==> config.mk <==
export PLATFORM = sky130hd
export DESIGN_NAME = seg_countdown
export DESIGN_NICKNAME = d
export VERILOG_FILES = /design/src/rtl/sc_pkg.sv /design/src/rtl/sc_divider.sv /design/src/rtl/sc_digit.sv /design/src/rtl/seg_countdown.sv
export SDC_FILE = /design/constraint.sdc
export NUM_CORES = 1
export LEC_CHECK = 0
export ABC_CLOCK_PERIOD_IN_PS = 4500
export BUFFER_PORTS_ARGS = -buffer_cell sky130_fd_sc_hd__buf_2
export CAP_MARGIN = 10
export CORE_MARGIN = 3
export CORE_UTILIZATION = 58
export CTS_CLUSTER_DIAMETER = 150
export DETAILED_ROUTE_END_ITERATION = 10
export HOLD_SLACK_MARGIN = 0.02
export PLACE_DENSITY = 0.81
export SLEW_MARGIN = 20
export SYNTH_ARGS = -nofsm -noshare
export SYNTH_HDL_FRONTEND = slang
export SYNTH_SLANG_ARGS = --single-unit
==> constraint.sdc <==
create_clock -name clk -period 4.5 [get_ports clk]
set_clock_uncertainty 0.2 [all_clocks]
set_input_delay 1.35 -clock clk [delete_from_list [all_inputs] [get_ports clk]]
set_output_delay 1.35 -clock clk [all_outputs]
set_load 0.02 [all_outputs]
==> src/rtl/sc_pkg.sv <==
package sc_pkg;

    localparam int DIGIT_W   = 4;
    localparam int SEG_W     = 8;
    localparam int DIGIT_TOP = 9;

    typedef logic [DIGIT_W-1:0] digit_t;
    typedef logic [SEG_W-1:0]   seg_t;

    typedef struct packed {
        digit_t digit;
    } digit_state_t;

    // Bit order {dp,g,f,e,d,c,b,a}; a set bit lights the segment.
    function automatic seg_t seg_encode(input digit_t d);
        seg_t s;
        case (d)
            4'd0:    s = 8'h3F;
            4'd1:    s = 8'h06;
            4'd2:    s = 8'h5B;
            4'd3:    s = 8'h4F;
            4'd4:    s = 8'h66;
            4'd5:    s = 8'h6D;
            4'd6:    s = 8'h7D;
            4'd7:    s = 8'h07;
            4'd8:    s = 8'h7F;
            4'd9:    s = 8'h6F;
            default: s = 8'h00;
        endcase
        return s;
    endfunction

endpackage

==> src/rtl/sc_divider.sv <==
module sc_divider #(
    parameter int LIMIT = 24500
) (
    input  logic clk,
    input  logic rst,
    input  logic inc,
    output logic wrap
);

    localparam int CW = (LIMIT > 1) ? $clog2(LIMIT) : 1;
    localparam logic [CW-1:0] LAST = CW'(LIMIT - 1);

    typedef struct packed {
        logic [CW-1:0] cnt;
    } div_state_t;

    div_state_t st_d, st_q;
    logic       at_last;

    always_comb begin
        st_d    = st_q;
        at_last = (st_q.cnt == LAST);
        wrap    = inc && at_last;
        if (inc) begin
            st_d.cnt = at_last ? '0 : st_q.cnt + 1'b1;
        end
    end

    always_ff @(posedge clk) begin
        if (rst) begin
            st_q <= '0;
        end else begin
            st_q <= st_d;
        end
    end

    assert_cnt_range_R1: assert property (@(posedge clk) disable iff (rst)
        st_q.cnt <= LAST);

    assert_wrap_restart_R2: assert property (@(posedge clk) disable iff (rst)
        wrap |=> st_q.cnt == '0);

    assert_hold_idle_R7: assert property (@(posedge clk) disable iff (rst)
        !inc |=> $stable(st_q.cnt));

endmodule

==> src/rtl/sc_digit.sv <==
module sc_digit
    import sc_pkg::*;
(
    input  logic clk,
    input  logic rst,
    input  logic step,
    output seg_t seg_o
);

    digit_state_t st_d, st_q;

    always_comb begin
        st_d = st_q;
        if (step) begin
            if (st_q.digit == '0) begin
                st_d.digit = digit_t'(DIGIT_TOP);
            end else begin
                st_d.digit = st_q.digit - 1'b1;
            end
        end
        seg_o = seg_encode(st_q.digit);
    end

    always_ff @(posedge clk) begin
        if (rst) begin
            st_q.digit <= digit_t'(DIGIT_TOP);
        end else begin
            st_q <= st_d;
        end
    end

    assert_digit_range_R3: assert property (@(posedge clk) disable iff (rst)
        st_q.digit <= digit_t'(DIGIT_TOP));

    assert_step_down_R3: assert property (@(posedge clk) disable iff (rst)
        (step && st_q.digit != '0) |=> st_q.digit == $past(st_q.digit) - 1'b1);

    assert_wrap_nine_R3: assert property (@(posedge clk) disable iff (rst)
        (step && st_q.digit == '0) |=> st_q.digit == digit_t'(DIGIT_TOP));

    assert_hold_digit_R7: assert property (@(posedge clk) disable iff (rst)
        !step |=> $stable(st_q.digit));

    assert_dp_dark_R5: assert property (@(posedge clk) disable iff (rst)
        seg_o[SEG_W-1] == 1'b0);

    assert_reset_nine_R6: assert property (@(posedge clk) disable iff (rst)
        $fell(rst) |-> seg_o == 8'h6F);

endmodule

==> src/rtl/seg_countdown.sv <==
module seg_countdown
    import sc_pkg::*;
#(
    parameter int TICK_DIV       = 24500,
    parameter int TICKS_PER_STEP = 50
) (
    input  logic       clk,
    input  logic       rst,
    input  logic       en,
    output logic [7:0] seg_o,
    output logic       tick_o,
    output logic       step_o
);

    logic tick_w;
    logic step_w;
    seg_t seg_w;

    sc_divider #(.LIMIT(TICK_DIV)) i_tick_div (
        .clk  (clk),
        .rst  (rst),
        .inc  (en),
        .wrap (tick_w)
    );

    sc_divider #(.LIMIT(TICKS_PER_STEP)) i_step_div (
        .clk  (clk),
        .rst  (rst),
        .inc  (tick_w),
        .wrap (step_w)
    );

    sc_digit i_digit (
        .clk   (clk),
        .rst   (rst),
        .step  (step_w),
        .seg_o (seg_w)
    );

    assign seg_o  = seg_w;
    assign tick_o = tick_w;
    assign step_o = step_w;

    assert_step_with_tick_R2: assert property (@(posedge clk) disable iff (rst)
        step_o |-> tick_o);

    assert_quiet_disabled_R7: assert property (@(posedge clk) disable iff (rst)
        !en |-> (!tick_o && !step_o));

endmodule

; After elaboration in Yosys (flattened, before gate mapping)
; Memories as Yosys holds them, arrays and structs flattened. A register that Yosys moved wholly into a read port is not among the register bits.
; Cells that the tools add are included.
[totals]
reg_bits = 25
mem_bits_ro = 112
in_bits = 3
output_inout_bits = 10
memories = 1
[mem_list]
columns = memory, depth, width, read_ports, rd_ports_with_merged_regs, wr, line_no
row1 = (name not given), 16, 7, 1, 1, 0, sc_pkg.sv:17  ; case (d)
[op_classes]
n_addsub = 3
eq_ne = 2
n_mux = 5
n_reduce_logical = 3
[op_table]
columns = cell, count
row1 = "adder 15 x 1 -> 15 bit, second input constant", 1
row2 = "equality test 15 bit, second input constant", 1
row3 = 2-to-1 mux 15 bit, 1
row4 = 2-to-1 mux 4 bit, 3
row5 = "adder 6 x 1 -> 6 bit, second input constant", 1
row6 = "equality test 6 bit, second input constant", 1
row7 = 2-to-1 mux 6 bit, 1
row8 = zero test 4 bit, 1
row9 = "subtractor 4 x 1 -> 4 bit, second input constant", 1
row10 = logical AND 1 bit, 2

; Longest topological paths before layout
; Gate-level depths: netlist of the first run.
[logic_depth]
word_depth = 5
depth_mapped = 13
ltp_nobuf = 13

; Cells and area by module
; A second synthesis of the first run with hierarchy kept.
[hier_totals]
hier_cells = 179
area_unflattened_um2 = 1639.1
[modules_own_cells]
columns = mod, instances, cells_per_inst, area_each_um2
row1 = sc_divider at i_tick_div, 1, 78, 694.4
row2 = sc_digit, 1, 71, 661.9
row3 = sc_divider at i_step_div, 1, 30, 282.8

; Least setup slack after synthesis of the first run
; OpenSTA, ideal clock, no wires.
[synth_path]
kind = in2reg
startpoint = input port en
endpoint = register i_digit.seg_o[4] (netlist name)
setup_ps = 126
t_arrival_ps = 3817
t_required_ps = 4174
slack_ps = 357
cell_stages = 10
path_buffers = 1
path_cell_list = nand4bb_1 -> or4_1 -> buf_6 -> nor2_2 -> mux2i_1 -> inv_1 -> ha_1 -> a211o_1 -> nand4_1 -> o32ai_1
[synth_between]
elab_chain_len = 4
[synth_lines]
columns = element, line_no
row1 = start: declaration, seg_countdown.sv:9  ; input logic en,
row2 = logical AND 1 bit (2 in series), sc_divider.sv:23  ; wrap = inc && at_last;
row3 = net step_o, seg_countdown.sv:12  ; output logic step_o
row4 = 2-to-1 mux 4 bit (no line) (2 in series), n/a
; The timed path passes the listed nets, and every way through them passes these cells.
; A chain may end at the register's enable or synchronous reset.

; Worst setup path in the final report of the first run
[layout_path]
startpoint = input port en
endpoint = output port tick_o
[layout_between]
elab_chain_len = 1
[layout_lines]
columns = element, line_no
row1 = logical AND 1 bit, sc_divider.sv:23
row2 = end: declaration, seg_countdown.sv:11  ; output logic tick_o,
; Every way passes these cells.

==> flow_metrics.py, run 1 <==
metrics = {
    "worst_setup_path": {
        "end_kind": "output port",
        "r2r_start": "i_tick_div.st_q[0]$_SDFFE_PP0P_",
        "slowest_stage": "or4_1",
        "required_ns": 2.95,
        "cp_cell_sequence": "buf_2 > nand4bb_1 > or4_1 > inv_1 > buf_2",
        "slowest_delay_ns": 0.66,
        "cp-start-kind": "input port",
        "path_class": "in -> out",
        "path_max_fanout": 8,
        "arrival_ns": 2.68,
        "critPathMostFrequentCell": "buf_2",
        "crit_start": "en",
    },
    "cts": {
        "post-cts-setup-buffers": 0,
        "clock_sinks": 32,
        "clk_pin_slew_ns": 0.09,
        "clock_latency_ns": 0.31,
        "cts_tree": "built",
        "clockBufferDepth": 2,
        "numCtsBuffers": 5,
        "cts.repair.resized": 0,
        "htreeDepth": 2,
        "holdBufCountCts": 0,
        "clockRootBuffer": "clkbuf_4",
    },
    "detailed_routing": {
        "antenna_left": 0,
        "dr.pass1.iters": 4,
        "drc": 0,
        "vias": 1259,
        "drt-initial-drc-count": 47,
        "post_drt_via_cell_ratio": 5.65,
        "wl_per_cell_um": 12.3,
        "wirelength_um": 2740,
    },
    "floorplanning": {
        "initial_core_util_pct": 62.7,
        "die_w_um": 58.7,
        "die_h_um": 58.7,
        "fp-row-count": 18,
        "pin_count": 13,
        "die_area_um2": 3440,
        "coreArea_um2": 2570,
    },
    "outcome": {
        "outcome": "completed",
    },
    "yosys": {
        "synth_cell_types": 37,
        "synth_edf_count": 0,
        "synth_top_area_share_pct": 39.8,
        "ys_warn_count": 0,
        "ys_ff_latch": 32,
        "ys_top_cells_by_area": "dfxtp_1 (40%), ha_1 (7.8%), xor2_1 (7.1%)",
        "yosysMostFrequentCell": "dfxtp_1",
        "yosys.area.top_type": "dfxtp_1",
        "synth_area_um2": 1610,
        "syn_nets": 191,
        "synth-async-reset-ratio_pct": 0,
        "synth.avg_cell_area_um2": 9.04,
        "synth_seq_area_share_pct": 39.8,
        "synth_common_cells": "dfxtp_1 (32), nor2_1 (28), inv_1 (13), xor2_1 (13)",
        "syn_inst": 178,
        "synth_flop_cell": "dfxtp_1",
    },
    "timing": {
        "post-route-period-util_pct": 94.1,
        "tns_ns": 0,
        "rsz0062_at_grt": "false",
        "fin_crit_ns": 4.23,
        "slew_violations": 0,
        "slew_headroom_pct": 64.0,
        "worst_slew_pin_slew_ns": 0.540,
        "hold_viol": 0,
        "setup_viol": 0,
        "max_freq_mhz": 236,
    },
    "hold_path": {
        "hold_class": "reg -> reg",
        "holdCritStartpoint": "i_step_div.st_q[5]$_SDFFE_PP0P_",
    },
    "placement": {
        "post-dp-hpwl_um": 2150,
        "gp_congestion": 0.761,
        "io_buffer_count": 11,
    },
    "grt": {
        "grt_pass1_vias": 1155,
        "grt_util_all_layers_pct": 17.9,
        "grt_max_degree": 16,
        "grt_antenna_before_repair": 0,
        "gr-total-overflow": 0,
        "grt_first_pass_wirelength_um": 4800,
    },
    "cells_and_area": {
        "finalNetCount": 206,
        "drive_gt1_share_pct": 15.5,
        "area_growth_pct": 7.39,
        "n_antenna_cell": 0,
    },
    "power": {
        "total_power_w": 0.000443,
        "p_leak_nw": 0.658,
        "ir_drop_mv": 0.217,
        "power.density_nw_per_um2": 256,
    },
    "flow_run": {
        "cap_violations": 0,
    },
}
## worst max-delay path: cells and delay by family
| kind | cells | cell delay (ns) |
|---|---|---|
| AND/OR/NAND/NOR | 2 | 0.77 |
| buffers and inverters | 3 | 0.57 |
## metrics by stage
stage	utilization, %	cells	setup slack [ns]	hold slack, ns	instance area (µm²)
after floorplan	-	178	0.357	0.257	1610
after global placement	65.5	216	0.316	0.274	1680
after detailed placement	65.5	216	0.272	0.285	1680
after CTS	67.3	223	0.262	0.299	1730
after global routing	67.3	223	0.177	0.317	1730
final	67.3	223	0.265	0.297	1730
## cells in the final DEF (no fill, tap or decap), types with 4 or more instances in the layout
cell type / count
inv_1: 13
mux2i_1: 4
dfxtp_1: 32
nor2_1: 28
nand2_1: 12
xnor2_1: 6
ha_1: 10
buf_2: 11
xor2_1: 13
nand3_1: 4
nand4_1: 12
o22ai_1: 4
clkbuf_4: 5
## path summary, 6_finish.rpt
kind	end	slack (ns)	cells after the start
max reg2reg	i_digit.seg_o[4]$_DFF_P_	1.30	12
max	tick_o	0.27	5
min reg2reg	i_step_div.st_q[5]$_SDFFE_PP0P_	0.30	2
min	i_step_div.st_q[5]$_SDFFE_PP0P_	0.30	2
## final cells by class
cell class	instances	area [µm²]
clock buffers	6	41.3
clock inverters	1	5.00
fillers	209	840
inverters	13	48.8
multi-input cells	128	885
flip-flops and latches	32	641
well taps	30	37.5
repair buffers	13	70.1
## power by group
part | internal (W) | switching, W
combinational | 0.00000395 | 0.00000747
sequential | 0.000285 | 0.00000174
clock | 0.0000575 | 0.0000875
## registers in the layout, indices dropped and copies added, names as in the netlist
name and cells:
i_tick_div.st_q 15, i_digit.seg_o 7, i_step_div.st_q 6, i_digit.st_q 4
## per-layer routing
metal / up-vias / routed length, µm / share of wire (%) / track usage [%]
li1: 637 / - / - / -
met1: 600 / 1250 / 46 / 20.8
met2: 20 / 1390 / 51 / 31.3
met3: 2 / 89 / 3.2 / 5.26
met4: 0 / 8 / 0.29 / 6.47
met5: - / 0 / 0 / 0
## kinds of logic after synthesis
logic type	count (synthesis)	synth area share, %
flip-flops	32	39.8
adder cells (fa/ha/maj)	10	7.78
AO/OA/AOI/OAI	19	9.41
buffers and inverters	18	5.21
other	1	0.233
multiplexers	5	3.42
XOR/XNOR	19	10.3
AND/OR/NAND/NOR	74	23.8
No activity file was read; power rests on OpenSTA's default activity.
==> run 2, diff against run 1 <==
ABC_CLOCK_PERIOD_IN_PS = 3900   (was 4500)
clock period = 3.9 ns   (was 4.5 ns; I/O delays follow)
==> run 2 against run 1 <==
Compared with the run above: sequential share of layout area shrank 0.81 points; power up 22%; non-clock buffer count rose by 3; count of clock-buffer cells in the layout increased by 2; combinational power is 22% higher; via count rose by 0.32%; clock power grew 34%; design area up 2.2%; critical path type unchanged; largest cell class unchanged; largest power group unchanged; sequential power up 15%; core utilization grew 1.5 points; routed wire length increased by 11%; critical endpoint is now step_o.
==> flow_metrics.py, run 2 (synthesis results as in run 1) <==
metrics = {
    "worst_setup_path": {
        "crit_family": "simple AND/OR/NAND/NOR gates",
        "path_max_fanout": 6,
        "r2r_start": "i_tick_div.st_q[0]$_SDFFE_PP0P_",
        "slowest_stage": "or4_1",
        "crit_buf_inv": 2,
        "end_kind": "output port",
        "arrival_ns": 2.38,
        "critPathMostFrequentCell": "buf_2",
        "required_ns": 2.53,
        "cp-start-kind": "input port",
        "slowest_delay_ns": 0.57,
        "cp_cell_sequence": "buf_2 > nand4bb_1 > or4_1 > nor2_2 > buf_2",
        "crit_start": "en",
        "path_class": "in -> out",
    },
    "timing": {
        "hold_viol": 0,
        "finalWorstSetupSlack_ns": 0.152,
        "slew_violations": 0,
        "max_freq_mhz": 267,
        "rsz0062_at_grt": "false",
        "post-route-period-util_pct": 96.1,
        "setup_viol": 0,
        "worst_slew_pin_slew_ns": 0.547,
        "fin_crit_ns": 3.75,
        "slew_headroom_pct": 63.5,
        "tns_ns": 0,
    },
    "floorplanning": {
        "coreArea_um2": 2570,
        "die_w_um": 58.7,
        "initial_core_util_pct": 62.7,
        "die_h_um": 58.7,
        "pin_count": 13,
        "fp-row-count": 18,
        "die_area_um2": 3440,
    },
    "cells_and_area": {
        "n_antenna_cell": 0,
        "area_growth_pct": 9.80,
        "top_register": "i_tick_div.st_q",
        "drive_gt1_share_pct": 17.3,
        "finalNetCount": 209,
        "layout.cells.most_common": "dfxtp_1",
        "largest_reg_flops": 15,
        "layout_common_cells": "dfxtp_1 (32), nor2_1 (28), inv_1 (13), xor2_1 (13)",
    },
    "cts": {
        "htreeDepth": 2,
        "numCtsBuffers": 5,
        "clock_sinks": 32,
        "post-cts-setup-buffers": 0,
        "clock_latency_ns": 0.33,
        "clockBufferDepth": 2,
        "clockRootBuffer": "clkbuf_4",
        "clk_pin_slew_ns": 0.09,
        "holdBufCountCts": 0,
        "cts_tree": "built",
        "cts.repair.resized": 0,
    },
    "placement": {
        "pre_cts_slack_ns": 0.0446,
        "gp_congestion": 0.852,
        "post-dp-hpwl_um": 2250,
        "io_buffer_count": 11,
    },
    "hold_path": {
        "hold_class": "reg -> reg",
        "holdCritStartpoint": "i_step_div.st_q[5]$_SDFFE_PP0P_",
    },
    "flow_run": {
        "cap_violations": 0,
    },
    "power": {
        "p_sw_w": 0.000118,
        "p_leak_nw": 0.679,
        "power.density_nw_per_um2": 306,
        "swShare_pct": 21.8,
        "seqPwrFrac_pct": 61.2,
        "p_comb_share_pct": 2.6,
        "ir_drop_mv": 0.273,
        "internal-power_w": 0.000422,
        "clockPowerShare_pct": 36.2,
    },
    "grt": {
        "grt_max_degree": 16,
        "grt_first_pass_wirelength_um": 5180,
        "grt_pass1_vias": 1199,
        "grt_antenna_before_repair": 0,
        "gr-total-overflow": 0,
        "grt_util_all_layers_pct": 20.1,
    },
    "detailed_routing": {
        "drc": 0,
        "vias": 1263,
        "drt-initial-drc-count": 36,
        "wirelength_um": 3050,
        "antenna_left": 0,
        "wl_per_cell_um": 13.4,
        "post_drt_via_cell_ratio": 5.56,
        "dr.pass1.iters": 4,
    },
    "outcome": {
        "outcome": "completed",
    },
}
-- run 2: cell types whose count changed in the layout (fill, tap and decap cells not counted) --
cell | previous run | this run
buf_4 | 2 | 5
clkbuf_1 | 1 | 2
clkbuf_8 | 0 | 1
clkinv_2 | 1 | 0
mux2i_1 | 4 | 3
mux2i_2 | 0 | 1
-- run 2: metrics by stage --
stage                     hold WS, ns  power (W)  instances  cell area [µm²]  utilization, %
after floorplan                 0.257   0.000349        178             1610               -
after global placement          0.273   0.000351        219             1710            66.5
after detailed placement        0.282   0.000352        219             1710            66.5
after CTS                       0.300   0.000549        227             1770            68.8
after global routing            0.333   0.000564        227             1770            68.8
final                           0.303   0.000540        227             1770            68.8
-- run 2: worst paths after layout --
| kind | to | slack (ns) | depth (start not counted) |
|---|---|---|---|
| max | step_o | 0.15 | 5 |
| min | i_step_div.st_q[5]$_SDFFE_PP0P_ | 0.30 | 2 |
| max reg2reg | i_digit.seg_o[4]$_DFF_P_ | 0.79 | 12 |
| min reg2reg | i_step_div.st_q[5]$_SDFFE_PP0P_ | 0.30 | 2 |
-- run 2: metal layers --
layer	vias to the layer above	wire length (µm)	track usage, %
li1	646	-	-
met1	588	1390	23.0
met4	0	72	11.0
met2	20	1460	32.2
met3	9	123	7.89
met5	-	0	0
-- run 2: worst min-delay path: stages (launching register included) --
cell	delay, ns
dfxtp_1	0.33
o21ai_0	0.07
a21oi_1	0.06
-- run 2: layout make-up --
cell class                      count  area (µm²)
Multi-Input combinational cell    128         888
Fill cell                         221         801
Sequential cell                    32         641
Timing Repair Buffer               16        92.6
Clock buffer                        8        58.8
Inverter                           13        48.8
Tap cell                           30        37.5
-- run 2: power groups by stage --
stage | registers [W] | clock network [W] | logic (W)
floorplan | 0.000338 | 0 | 0.0000113
CTS | 0.000331 | 0.000204 | 0.0000141
global route | 0.000331 | 0.000217 | 0.0000158
detailed placement | 0.000338 | 0 | 0.0000139
finish | 0.000331 | 0.000195 | 0.0000139
global placement | 0.000338 | 0 | 0.0000131
